File: src/rtl/wbuf_pkg.sv
package wbuf_pkg;
   // state of the memory-port hold: which request kind is parked on the port
   typedef enum logic [1:0] {
      HOLD_NONE = 2'd0,
      HOLD_WR   = 2'd1,
      HOLD_RD   = 2'd2
   } hold_t;
endpackage

File: src/rtl/wbuf_store.sv
module wbuf_store #(
   parameter int AW      = 32,
   parameter int DW      = 32,
   parameter int DEPTH   = 4,
   parameter int BLK_OFF = 4,
   localparam int PW     = $clog2(DEPTH),
   localparam int CW     = PW + 1,
   localparam int BW     = AW - BLK_OFF
) (
   input  logic                        clk,
   input  logic                        rst_n,
   input  logic                        push,
   input  logic [AW-1:0]               push_addr,
   input  logic [DW-1:0]               push_data,
   input  logic                        pop,
   output logic [AW-1:0]               head_addr,
   output logic [DW-1:0]               head_data,
   output logic [DEPTH-1:0][BW-1:0]    ent_blk,
   output logic [DEPTH-1:0]            ent_vld,
   output logic [CW-1:0]               count,
   output logic                        full,
   output logic                        empty
);
   logic [DEPTH-1:0][AW-1:0] addr_q;
   logic [DEPTH-1:0][DW-1:0] data_q;
   logic [DEPTH-1:0]         vld_q;
   logic [PW-1:0]            wr_ptr;
   logic [PW-1:0]            rd_ptr;
   logic [CW-1:0]            cnt_q;

   always_ff @(posedge clk) begin
      if (push) begin
         addr_q[wr_ptr] <= push_addr;
         data_q[wr_ptr] <= push_data;
      end
   end

   always_ff @(posedge clk) begin
      if (!rst_n) begin
         wr_ptr <= '0;
         rd_ptr <= '0;
         cnt_q  <= '0;
         vld_q  <= '0;
      end else begin
         if (push) wr_ptr <= wr_ptr + 1'b1;
         if (pop)  rd_ptr <= rd_ptr + 1'b1;
         case ({push, pop})
            2'b10:   cnt_q <= cnt_q + 1'b1;
            2'b01:   cnt_q <= cnt_q - 1'b1;
            default: cnt_q <= cnt_q;
         endcase
         for (int i = 0; i < DEPTH; i++) begin
            if (push && (wr_ptr == PW'(i)))      vld_q[i] <= 1'b1;
            else if (pop && (rd_ptr == PW'(i)))  vld_q[i] <= 1'b0;
         end
      end
   end

   for (genvar g = 0; g < DEPTH; g++) begin : g_blk
      assign ent_blk[g] = addr_q[g][AW-1:BLK_OFF];
   end

   assign ent_vld   = vld_q;
   assign head_addr = addr_q[rd_ptr];
   assign head_data = data_q[rd_ptr];
   assign count     = cnt_q;
   assign full      = (cnt_q == CW'(DEPTH));
   assign empty     = (cnt_q == '0);
endmodule

File: src/rtl/wbuf_match.sv
module wbuf_match #(
   parameter int BW    = 28,
   parameter int DEPTH = 4
) (
   input  logic [BW-1:0]            probe_blk,
   input  logic [DEPTH-1:0][BW-1:0] ent_blk,
   input  logic [DEPTH-1:0]         ent_vld,
   output logic                     hit
);
   logic [DEPTH-1:0] hit_vec;

   for (genvar g = 0; g < DEPTH; g++) begin : g_cmp
      assign hit_vec[g] = ent_vld[g] && (ent_blk[g] == probe_blk);
   end

   assign hit = |hit_vec;
endmodule

File: src/rtl/wbuf_arb.sv
module wbuf_arb
   import wbuf_pkg::*;
#(
   parameter int AW     = 32,
   parameter int DW     = 32,
   parameter bit BYPASS = 1'b1
) (
   input  logic          clk,
   input  logic          rst_n,
   input  logic          rd_valid,
   input  logic [AW-1:0] rd_addr,
   input  logic          conflict,
   input  logic          empty,
   input  logic [AW-1:0] head_addr,
   input  logic [DW-1:0] head_data,
   input  logic          mem_req_ready,
   output logic          mem_req_valid,
   output logic          mem_req_write,
   output logic [AW-1:0] mem_req_addr,
   output logic [DW-1:0] mem_req_data,
   output logic          rd_ready,
   output logic          pop
);
   hold_t hold_q;
   logic  rd_ok;
   logic  take_rd;
   logic  take_wr;

   // variant: bypass on no address match, or wait for an empty queue
   if (BYPASS) begin : g_bypass
      assign rd_ok = rd_valid && !conflict;
   end else begin : g_drain_first
      assign rd_ok = rd_valid && empty;
   end

   always_comb begin
      take_rd = 1'b0;
      take_wr = 1'b0;
      case (hold_q)
         HOLD_WR: take_wr = 1'b1;
         HOLD_RD: take_rd = rd_valid;
         default: begin
            if (rd_ok)        take_rd = 1'b1;
            else if (!empty)  take_wr = 1'b1;
         end
      endcase
   end

   assign mem_req_valid = take_rd || take_wr;
   assign mem_req_write = take_wr;
   assign mem_req_addr  = take_wr ? head_addr : rd_addr;
   assign mem_req_data  = take_wr ? head_data : '0;
   assign rd_ready      = take_rd && mem_req_ready;
   assign pop           = take_wr && mem_req_ready;

   always_ff @(posedge clk) begin
      if (!rst_n) begin
         hold_q <= HOLD_NONE;
      end else if (mem_req_valid && !mem_req_ready) begin
         hold_q <= take_wr ? HOLD_WR : HOLD_RD;
      end else begin
         hold_q <= HOLD_NONE;
      end
   end
endmodule

File: src/rtl/write_buffer_rp.sv
module write_buffer_rp #(
   parameter int AW      = 32,
   parameter int DW      = 32,
   parameter int DEPTH   = 4,
   parameter int BLK_OFF = 4,
   parameter bit BYPASS  = 1'b1,
   localparam int PW     = $clog2(DEPTH),
   localparam int CW     = PW + 1,
   localparam int BW     = AW - BLK_OFF
) (
   input  logic          clk,
   input  logic          rst_n,
   input  logic          st_valid,
   input  logic [AW-1:0] st_addr,
   input  logic [DW-1:0] st_data,
   output logic          st_ready,
   input  logic          rd_valid,
   input  logic [AW-1:0] rd_addr,
   output logic          rd_ready,
   output logic          mem_req_valid,
   output logic          mem_req_write,
   output logic [AW-1:0] mem_req_addr,
   output logic [DW-1:0] mem_req_data,
   input  logic          mem_req_ready,
   output logic          buf_full,
   output logic          buf_empty,
   output logic [CW-1:0] buf_count
);
   // parameter legality
   if (DEPTH < 2 || (DEPTH & (DEPTH - 1)) != 0) begin : g_bad_depth
      $error("write_buffer_rp: DEPTH must be a power of two, at least 2");
   end
   if (BLK_OFF < 0 || BLK_OFF >= AW) begin : g_bad_off
      $error("write_buffer_rp: BLK_OFF must lie below AW");
   end

   logic                     push;
   logic                     pop;
   logic                     conflict;
   logic [AW-1:0]            head_addr;
   logic [DW-1:0]            head_data;
   logic [DEPTH-1:0][BW-1:0] ent_blk;
   logic [DEPTH-1:0]         ent_vld;

   assign st_ready = !buf_full;
   assign push     = st_valid && st_ready;

   wbuf_store #(
      .AW(AW), .DW(DW), .DEPTH(DEPTH), .BLK_OFF(BLK_OFF)
   ) u_store (
      .clk       (clk),
      .rst_n     (rst_n),
      .push      (push),
      .push_addr (st_addr),
      .push_data (st_data),
      .pop       (pop),
      .head_addr (head_addr),
      .head_data (head_data),
      .ent_blk   (ent_blk),
      .ent_vld   (ent_vld),
      .count     (buf_count),
      .full      (buf_full),
      .empty     (buf_empty)
   );

   wbuf_match #(
      .BW(BW), .DEPTH(DEPTH)
   ) u_match (
      .probe_blk (rd_addr[AW-1:BLK_OFF]),
      .ent_blk   (ent_blk),
      .ent_vld   (ent_vld),
      .hit       (conflict)
   );

   wbuf_arb #(
      .AW(AW), .DW(DW), .BYPASS(BYPASS)
   ) u_arb (
      .clk           (clk),
      .rst_n         (rst_n),
      .rd_valid      (rd_valid),
      .rd_addr       (rd_addr),
      .conflict      (conflict),
      .empty         (buf_empty),
      .head_addr     (head_addr),
      .head_data     (head_data),
      .mem_req_ready (mem_req_ready),
      .mem_req_valid (mem_req_valid),
      .mem_req_write (mem_req_write),
      .mem_req_addr  (mem_req_addr),
      .mem_req_data  (mem_req_data),
      .rd_ready      (rd_ready),
      .pop           (pop)
   );
endmodule

File: config.mk
export PLATFORM = sky130hd
export DESIGN_NAME = write_buffer_rp
export DESIGN_NICKNAME = d
export VERILOG_FILES = /design/src/rtl/wbuf_pkg.sv /design/src/rtl/wbuf_store.sv /design/src/rtl/wbuf_match.sv /design/src/rtl/wbuf_arb.sv /design/src/rtl/write_buffer_rp.sv
export SDC_FILE = /design/constraint.sdc
export NUM_CORES = 1
export LEC_CHECK = 0
export CORE_MARGIN = 8
export CORE_UTILIZATION = 40
export CTS_CLUSTER_DIAMETER = 30
export DETAILED_ROUTE_END_ITERATION = 10
export PLACE_DENSITY = 0.61
export SETUP_SLACK_MARGIN = 0.05
export SKIP_CTS_REPAIR_TIMING = 1
export SYNTH_ARGS = -nofsm -noshare
export SYNTH_HDL_FRONTEND = slang
export SYNTH_SLANG_ARGS = --single-unit
File: constraint.sdc
create_clock -name clk -period 3.3 [get_ports clk]
set_clock_uncertainty 0.05 [all_clocks]
set_input_delay 0.495 -clock clk [delete_from_list [all_inputs] [get_ports clk]]
set_output_delay 0.495 -clock clk [all_outputs]
set_load 0.02 [all_outputs]
==> summary.txt, run 1 <==
Status
  • Run status: finished, violations left
  • Failing checks: setup timing

Job
  • Maxcap violations: 0

Pwr
  • Leakage power: 6.062 nW
  • Cell Int Power: 10.34 mW
  • P_sw: 4.131 mW
  • Switching share of total power: 28.55%
  • Clock share of power: 35.9%
  • Peak supply drop: 540.5 uV
  • Final total power: 14.47 mW
  • Pwr Density: 852.7 nW/um^2
  • Combinational power share: 34.6%
  • Reg power frac: 29.5%

Critical path
  • Critical Path AT: 3.01 ns
  • Crit path launch type: flip-flop
  • Worst EP required: 2.75 ns
  • CP Class: reg -> out
  • Setup crit end kind: output pin
  • Maximum fanout along the worst path: 7

Cells and area
  • Final Core Density: 57.40%
  • Layout Area Growth over Synthesis: 41.36%
  • ANT cells: 0
  • Non-Filler Cell Area, Final: 16,970 sq um
  • Final #Nets: 1,026
  • Share of layout cells above drive strength 1: 38.79%

STA
  • Fmax achieved: 280.9 MHz
  • Setup WS post-layout: -0.2595 ns
  • Worst slew pin tran: 0.7265 ns
  • Unrepaired setup endpoints after global routing: true
  • Hold Fails Final Rpt: 0
  • Slew Viols, Final: 0
  • Final worst path period share: 107.9%
  • Relative slew slack: 51.06%
  • Crit path time final: 3.560 ns
  • Final count of negative-setup-slack endpoints: 66

Yosys
  • EDFF count, synth: 256
  • Register bit total from synthesis: 269
  • Async set-or-reset flop fraction in the synthesized netlist: 0%
  • Ys flop type: edfxtp_1
  • Mapped Avg Cell Area: 17.73 sq um
  • Post-synthesis cell type count: 39
  • Post-Syn Instances: 677
  • Mapped Area: 12,000 sq um
  • Synthesized net count: 790
  • Yosys warns: 0
  • Register area share after synthesis: 66.21%

Routing
  • Routed Antenna Nets: 0
  • DRC errors left: 0
  • DR pass1 iterations: 5
  • Detail-routed via count per cell: 5.150
  • WL/cell: 23.21 um
  • Vias post-DR: 6,948
  • DRT iter0 DRCs: 477
  • WL final: 31,310 um

GRT
  • Gr usage total: 17.08%
  • Initial antenna violation count: 4
  • Largest net degree at the start of global routing: 28
  • GRT overflow: 0
  • Vias in the first global route: 7,743
  • First-pass GRT wire length: 46,440 um

Clocking
  • CTS Buf Count: 54
  • H-tree levels: 2
  • CTS clk-pin slew, worst paths: 0.04 ns
  • Clock sink count: 269
  • Clock Path Buffers: 3
  • Clock Latency Late Sink: 0.54 ns
  • TritonCTS clock tree: done
  • CTS Root Cell: clkbuf_16

Floorplanning
  • Die Span X: 189.2 um
  • Core area: 29,560 sq um
  • Initial core utilization: 40.61%
  • Row cnt: 63
  • Die area: 35,810 sq um
  • I/O pin total: 174
  • Die Span Y: 189.2 um

Placement
  • Area of placed instances: 14,460 sq um
  • IO Port Bufs: 173
  • DP HPWL: 21,110 um
  • Dpl ws: -0.9548 ns
  • RePlAce Congestion: 0.8329

Worst hold path
  • Hold/Removal Path Class: reg -> reg
==> synth_stat cells, types with 13 or more instances <==
cell type,count,area (sq um)
edfxtp_1,256,7687
xnor2_1,91,797.0
mux4_2,64,1441
and2_1,36,225.2
buf_2,28,140.1
mux2_2,25,281.5
xor2_1,23,201.4
nand4_1,20,125.1
inv_1,17,63.81
nand2_1,15,56.30
clkbuf_1,13,48.80
dfxtp_1,13,260.3
==> critical path: stages, from the launching register on <==
cell      delay [ns]
edfxtp_1        0.42
xnor2_2         0.19
nand4_1         0.14
nor4_2          0.31
buf_4           0.16
nand4_1         0.18
a31oi_4         0.26
buf_12          0.19
buf_12          0.15
mux2_4          0.32
buf_6           0.13
==> through the flow <==
step,TNS [ns],cells,hold WS [ns]
floorplan,0,677,0.4627
global placement,-56.28,1237,0.4648
detailed placement,-59.58,1237,0.5009
CTS,-59.48,1339,0.5065
global route,-19.60,1349,0.5267
finish,-12.55,1349,0.5000
==> power groups by stage <==
stage	logic (mW)	registers (mW)	clock network, mW
floorplan	2.38	4.29	0
global placement	4.05	4.30	0
detailed placement	4.07	4.33	0
CTS	4.10	4.27	5.29
global route	5.29	4.30	5.46
finish	5.00	4.27	5.20
==> routing by layer <==
layer / up-vias / global-route usage (%) / wire [um]
met2: 253 / 27.93 / 15210
li1: 3105 / - / -
met5: - / 0 / 51
met4: 8 / 4.781 / 627
met3: 57 / 4.930 / 2154
met1: 3525 / 21.94 / 13270
==> cells by family after synthesis <==
family / share of synthesized area (%)
simple gates: 4.660
compound gates: 1.428
xor+xnor: 8.319
flops: 66.21
buf+inv: 2.888
fa+ha+maj: 1.313
mux: 15.18
==> placed cells by master, fill, tap and decap left out, types with 11 or more instances in the layout <==
| cell type | instances |
|---|---|
| dfxtp_1 | 11 |
| inv_1 | 13 |
| and2_4 | 31 |
| buf_12 | 17 |
| edfxtp_1 | 256 |
| mux2_4 | 32 |
| buf_4 | 33 |
| mux4_2 | 64 |
| buf_6 | 67 |
| xnor2_2 | 15 |
| xnor2_1 | 75 |
| clkbuf_16 | 60 |
| nand2_1 | 15 |
| clkdlybuf4s50_1 | 83 |
| xor2_1 | 23 |
| dlymetal6s2s_1 | 23 |
| clkbuf_1 | 12 |
| nand4_1 | 20 |
==> worst paths after layout <==
kind / from / to / slack (ns) / cells after the start
setup / recovery: u_store.ent_blk[66]$_DFFE_PP_ / mem_req_addr[24] / -0.26 / 10
hold / removal: u_store.count[2]$_SDFFE_PN0P_ / u_store.count[2]$_SDFFE_PN0P_ / 0.50 / 2
setup reg to reg: u_store.ent_blk[107]$_DFFE_PP_ / u_store.count[2]$_SDFFE_PN0P_ / -0.02 / 13
hold reg to reg: u_store.count[2]$_SDFFE_PN0P_ / u_store.count[2]$_SDFFE_PN0P_ / 0.50 / 2
==> sequential cells by signal, indices dropped and copies added, names as in the netlist <==
name and flops:
u_store.count 3, u_store.wr_ptr 2, u_store.addr_q 16, u_store.rd_ptr 2, u_store.ent_blk 112, u_store.ent_vld 4
u_store.data_q 128, u_arb.hold_q 2
==> area by class of cell <==
class                      count  area, sq um
clock buffer                  69         1471
clock inverter                33        315.3
fill                        2240        12590
inverter                      17        63.81
multi-input combinational    340         4093
sequential                   269         7955
tap                          390        488.0
timing repair buffer         231         2581
Note: power is estimated with default switching activity, not from simulation.
==> run 2: changes to the inputs <==
--- a/config.mk
+++ b/config.mk
@@ -5,6 +5,7 @@
 export SDC_FILE = /design/constraint.sdc
 export NUM_CORES = 1
 export LEC_CHECK = 0
+export CAP_MARGIN = 40
 export CORE_MARGIN = 8
 export CORE_UTILIZATION = 40
 export CTS_CLUSTER_DIAMETER = 30
==> results of run 2 <==
No change in the layout: final DEF, timing and power equal those of run 1.
